--- src/rtl/mdm_stat_pkg.sv ---
package mdm_stat_pkg;
  localparam int LINES   = 4;
  localparam int IDX_CTS = 0;
  localparam int IDX_DSR = 1;
  localparam int IDX_RI  = 2;
  localparam int IDX_DCD = 3;
  typedef logic [LINES-1:0] line_vec_t;
endpackage

--- src/rtl/mdm_sync.sv ---
module mdm_sync #(
  parameter int W      = 4,
  parameter int STAGES = 2
) (
  input  logic         clk,
  input  logic         rst,
  input  logic [W-1:0] din,
  output logic [W-1:0] dout
);
  logic [W-1:0] stg [STAGES];

  // During reset every stage loads the pin level, so leaving reset causes no false edge.
  genvar k;
  generate
    for (k = 0; k < STAGES; k++) begin : g_stage
      if (k == 0) begin : g_first
        always_ff @(posedge clk) stg[k] <= din;
      end else begin : g_rest
        always_ff @(posedge clk) begin
          if (rst) stg[k] <= din;
          else     stg[k] <= stg[k-1];
        end
      end
    end
  endgenerate

  assign dout = stg[STAGES-1];
endmodule

--- src/rtl/mdm_flags.sv ---
module mdm_flags
  import mdm_stat_pkg::*;
(
  input  logic      clk,
  input  logic      rst,
  input  line_vec_t src,
  input  logic      rd_stb,
  output line_vec_t stat_q,
  output line_vec_t flag_q,
  output logic      irq_q
);
  line_vec_t ev;
  line_vec_t flag_d;

  always_comb begin
    ev = src ^ stat_q;
    // the ring flag reacts to the trailing edge only
    ev[IDX_RI] = stat_q[IDX_RI] & ~src[IDX_RI];
    flag_d = (rd_stb ? '0 : flag_q) | ev;
  end

  always_ff @(posedge clk) begin
    if (rst) begin
      stat_q <= src;
      flag_q <= '0;
      irq_q  <= 1'b0;
    end else begin
      stat_q <= src;
      flag_q <= flag_d;
      irq_q  <= |flag_d;
    end
  end

  a_r6_read_clears: assert property (@(posedge clk) disable iff (rst)
    (rd_stb && ev == '0) |=> (flag_q == '0));
  a_r8_event_kept: assert property (@(posedge clk) disable iff (rst)
    (ev != '0) |=> ((flag_q & $past(ev)) == $past(ev)));
  a_r5_ring_fall_only: assert property (@(posedge clk) disable iff (rst)
    $rose(flag_q[IDX_RI]) |-> ($past(stat_q[IDX_RI]) && !stat_q[IDX_RI]));
  a_r10_irq_level: assert property (@(posedge clk) disable iff (rst)
    (flag_q != '0) == irq_q);
  a_r7_clean_after_reset: assert property (@(posedge clk) disable iff (rst)
    $past(rst) |-> (flag_q == '0 && !irq_q));
endmodule

--- src/rtl/mdm_stat_reg.sv ---
module mdm_stat_reg
  import mdm_stat_pkg::*;
#(
  parameter int DATA_W      = 32,
  parameter int SYNC_STAGES = 2
) (
  input  logic              clk,
  input  logic              rst,
  input  logic              pin_dcd_n,
  input  logic              pin_ri_n,
  input  logic              pin_dsr_n,
  input  logic              pin_cts_n,
  input  logic              loop_en,
  input  logic              ctl_out2,
  input  logic              ctl_out1,
  input  logic              ctl_dtr,
  input  logic              ctl_rts,
  input  logic              rd_stb,
  output logic [DATA_W-1:0] rd_data,
  output logic              irq
);
  localparam int RSV_W = DATA_W - 2 * LINES;

  line_vec_t pins_n, pins_sync, loop_src, src, stat_q, flag_q;

  always_comb begin
    pins_n[IDX_DCD]   = pin_dcd_n;
    pins_n[IDX_RI]    = pin_ri_n;
    pins_n[IDX_DSR]   = pin_dsr_n;
    pins_n[IDX_CTS]   = pin_cts_n;
    loop_src[IDX_DCD] = ctl_out2;
    loop_src[IDX_RI]  = ctl_out1;
    loop_src[IDX_DSR] = ctl_dtr;
    loop_src[IDX_CTS] = ctl_rts;
  end

  mdm_sync #(.W(LINES), .STAGES(SYNC_STAGES)) u_sync (
    .clk(clk), .rst(rst), .din(pins_n), .dout(pins_sync)
  );

  assign src = loop_en ? loop_src : ~pins_sync;

  mdm_flags u_flags (
    .clk(clk), .rst(rst), .src(src), .rd_stb(rd_stb),
    .stat_q(stat_q), .flag_q(flag_q), .irq_q(irq)
  );

  assign rd_data = {{RSV_W{1'b0}}, stat_q, flag_q};

  a_r3_loop_map: assert property (@(posedge clk) disable iff (rst)
    $past(loop_en) |-> (rd_data[7:4] == $past({ctl_out2, ctl_out1, ctl_dtr, ctl_rts})));
  a_r1_reserved_zero: assert property (@(posedge clk) disable iff (rst)
    rd_data[DATA_W-1:8] == '0);
endmodule

--- config.mk ---
export PLATFORM = sky130hd
export DESIGN_NAME = mdm_stat_reg
export DESIGN_NICKNAME = d
export VERILOG_FILES = /design/src/rtl/mdm_stat_pkg.sv /design/src/rtl/mdm_sync.sv /design/src/rtl/mdm_flags.sv /design/src/rtl/mdm_stat_reg.sv
export SDC_FILE = /design/constraint.sdc
export NUM_CORES = 1
export LEC_CHECK = 0
export ABC_AREA = 0
export CORE_MARGIN = 3
export CORE_UTILIZATION = 50
export DETAILED_ROUTE_END_ITERATION = 8
export DONT_BUFFER_PORTS = 1
export GPL_TIMING_DRIVEN = 0
export HOLD_SLACK_MARGIN = 0.05
export MAX_ROUTING_LAYER = met4
export SETUP_SLACK_MARGIN = 0.4
export SLEW_MARGIN = 20
export SYNTH_ARGS = -nofsm -noshare
export SYNTH_HDL_FRONTEND = slang
export SYNTH_SLANG_ARGS = --single-unit
export TNS_END_PERCENT = 50
--- constraint.sdc ---
create_clock -name clk -period 1.7 [get_ports clk]
set_input_delay 0.255 -clock clk [delete_from_list [all_inputs] [get_ports clk]]
set_output_delay 0.255 -clock clk [all_outputs]
set_load 0.005 [all_outputs]
==> results.md <==
- Die height: 44.5 um
- Switching power: 184 uW
- Clock Pin Slew Worst Setup and Hold Paths: 0.09 ns
- Worst min-delay path class: in -> reg
- Routed wire length: 1100 um
- Hold Crit Start: loop_en
- Top post-synthesis cells by area: dfxtp_1 46%, buf_4 24%, mux2_2 6.1%
- Die area: 1980 um^2
- Async SR Flop Fraction: 0%
- Post-synthesis sequential area ratio: 45.9%
- Met3 wire length: 131 um
- Die Span X: 44.5 um
- Minimum clock period: 1.08 ns
- Syn_area_per_cell: 9.88 um^2
- Required time of the worst setup path: 1.86 ns
- # hold bufs at CTS: 4
- Element type at the critical path end: register
- Core area: 1350 um^2
- Synth Area in Compound Gates: 5.41%
- Post-synth EDFFs: 0
- Seq pwr share: 57.7%
- Reg-to-reg critical path startpoint: u_sync.stg[1][3]
- Clock Skew: 0.00107 ns
- M1 wire length: 449 um
- Nets: 119
- CP Launch Type: register
- Pwr dens: 853 nW/um^2
- Worst R2R Setup Slack: 0.62 ns
- Ys Warns: 0
- Uppermost routed layer: met3
- Multiplexer area fraction after synthesis: 11.5%
- Routed Antenna Nets: 0
- Detailed Route Iter0 Violations: 5
- Critical path class: reg -> reg
- Largest net degree at the start of global routing: 10
- Top cells by instance count after synthesis: 24 x buf_4, 17 x dfxtp_1, 6 x nand2_1, 6 x nand2b_1
- Initial antenna violation count: 0
- Fmax: 928 MHz
- Vias in the first global route: 404
- Grt ovf: 0
- Max FO, Critical Path: 2
- Vias: 468
- Netlist cell types: 14
- Final setup viols: 0
- Final setup TNS: 0 ns
- Worst Path Arrival: 1.24 ns
- Combinational Power Share: 15.6%
- HPWL after detailed placement: 905 um
- Share of the synthesized area in the top cell type: 45.9%
- Maximum VDD drop: 541 uV
- Dominant synthesized flop cell: dfxtp_1
- DRC violations left: 0
- Max Cap Viol: 0
- R2r worst-path depth: 3
- Clock Latency Late Sink: 0.28 ns
- RSZ-0062 raised after global routing: false
- ANT cells: 0
- Status: finished, final reports clean
- Average wire per standard cell: 9.12 um
- Post-CTS sizing: 0
- Yosys reg bits: 17
- Drt first pass iters: 4
- Synthesis-to-layout area growth: 23.1%
- I/O Buffers: 0
- GRT Overall Usage: 11.0%
- Most common cell in the netlist: buf_4
- Leakage power: 0.000490 uW
- Switching part of the total: 23.7%
- Synth Cell Area: 741 um^2
- Final period util: 63.4%
- Final Max Tran Viols: 0
- Post-synth top area cell: dfxtp_1
- Root Buffer: clkbuf_4
- Post-CTS setup buffer count: 0
- TritonCTS clock tree: built
- Inserted Clock Buffers: 3
- Post-synthesis simple-gate area fraction: 10.1%
- Final hold viol count: 0
- Reg2reg end: u_flags.irq_q
- Hold endpoint: u_flags.stat_q[1]
- Post-DR vias/cell: 3.87
- GPL Wtd Cong: 0.686
- Clk pwr share: 26.7%
- Cell Rows: 13
- Initial Util: 54.9%
- Power Internal: 593 uW
- Synth Area in Adders: 0%
- Main combinational cell family by area after synthesis: buffers and inverters
- Depth of the CTS H-tree: 1
- Metal2 WL: 523 um
- Post-synthesis xor/xnor area fraction: 0%
- TritonCTS Sinks: 17
- Max clock buf depth: 2
- Fin util: 67.6%
- Num ports: 45
- Hold Path Depth: 1
- Synthesized instance count: 75
- Share of layout cells above drive strength 1: 31.1%
- Global-route wire length before repair: 1580 um
[critical path: stages, from the launching register on]
cell     delay [ns]
dfxtp_1        0.31
o21ai_1        0.20
mux2i_1        0.31
a41oi_2        0.14
[metrics by stage]
step | setup slack [ns] | cells | power [uW] | cell area [um^2] | hold slack [ns]
2_1_floorplan | 0.713 | 98 | 559 | 827 | 0.283
3_3_place_gp | 0.611 | 113 | 569 | 846 | 0.283
3_5_place_dp | 0.622 | 113 | 571 | 846 | 0.283
4_1_cts | 0.624 | 121 | 783 | 912 | 0.102
5_1_grt | 0.524 | 121 | 817 | 912 | 0.0999
6_report | 0.622 | 121 | 778 | 912 | 0.106
[kinds of logic after synthesis]
group,count (synthesis)
multiplexers,8
AO/OA/AOI/OAI,5
AND/OR/NAND/NOR,16
other,1
buffers and inverters,28
flip-flops,17
[area by class of cell]
| class | instances | area [um^2] |
|---|---|---|
| repair buffers | 4 | 40.0 |
| fillers | 113 | 438 |
| plain buffers | 25 | 185 |
| multi-input cells | 53 | 290 |
| flip-flops and latches | 17 | 340 |
| inverters | 3 | 11.3 |
| well taps | 15 | 18.8 |
| clock buffers | 4 | 26.3 |
[cells in the final DEF (no fill, tap or decap)]
cell type	count
a2bb2oi_1	1
o21ai_1	2
buf_4	24
o21ai_0	1
conb_1	24
mux2_2	4
clkbuf_4	3
nand2b_1	6
buf_2	1
mux2i_1	4
dfxtp_1	17
nor2_1	4
inv_1	3
dlygate4sd3_1	4
clkbuf_1	1
a41oi_2	1
nand2_1	6
[power groups by stage]
stage / registers, uW / clock network (uW) / logic (uW)
2_1_floorplan: 454 / 0 / 105
3_3_place_gp: 458 / 0 / 111
3_5_place_dp: 459 / 0 / 112
4_1_cts: 449 / 214 / 120
5_1_grt: 452 / 230 / 136
6_report: 449 / 208 / 122
[worst max-delay path by stage]
| stage | start | endpoint | cells past startpoint |
|---|---|---|---|
| 6_report | u_sync.stg[1][3] | u_flags.irq_q | 3 |
| 5_1_grt | u_sync.stg[1][3] | u_flags.irq_q | 3 |
| 4_1_cts | u_sync.stg[1][3] | u_flags.irq_q | 3 |
| 3_5_place_dp | loop_en | u_flags.irq_q | 3 |
| 3_3_place_gp | loop_en | u_flags.irq_q | 3 |
| 2_1_floorplan | loop_en | u_flags.irq_q | 3 |
[flip-flops by register name, summed over array words and instances (netlist names)]
name and count:
u_flags.flag_q 4, u_flags.stat_q 4, u_sync.stg 8, u_flags.irq_q 1
[layer usage]
layer	up-vias	GRT usage (%)
met2	28	19.5
met1	188	11.6
li1	252	-
met5	-	-
met3	0	2.85
met4	0	3.61
(Power assumes the default switching activity.)
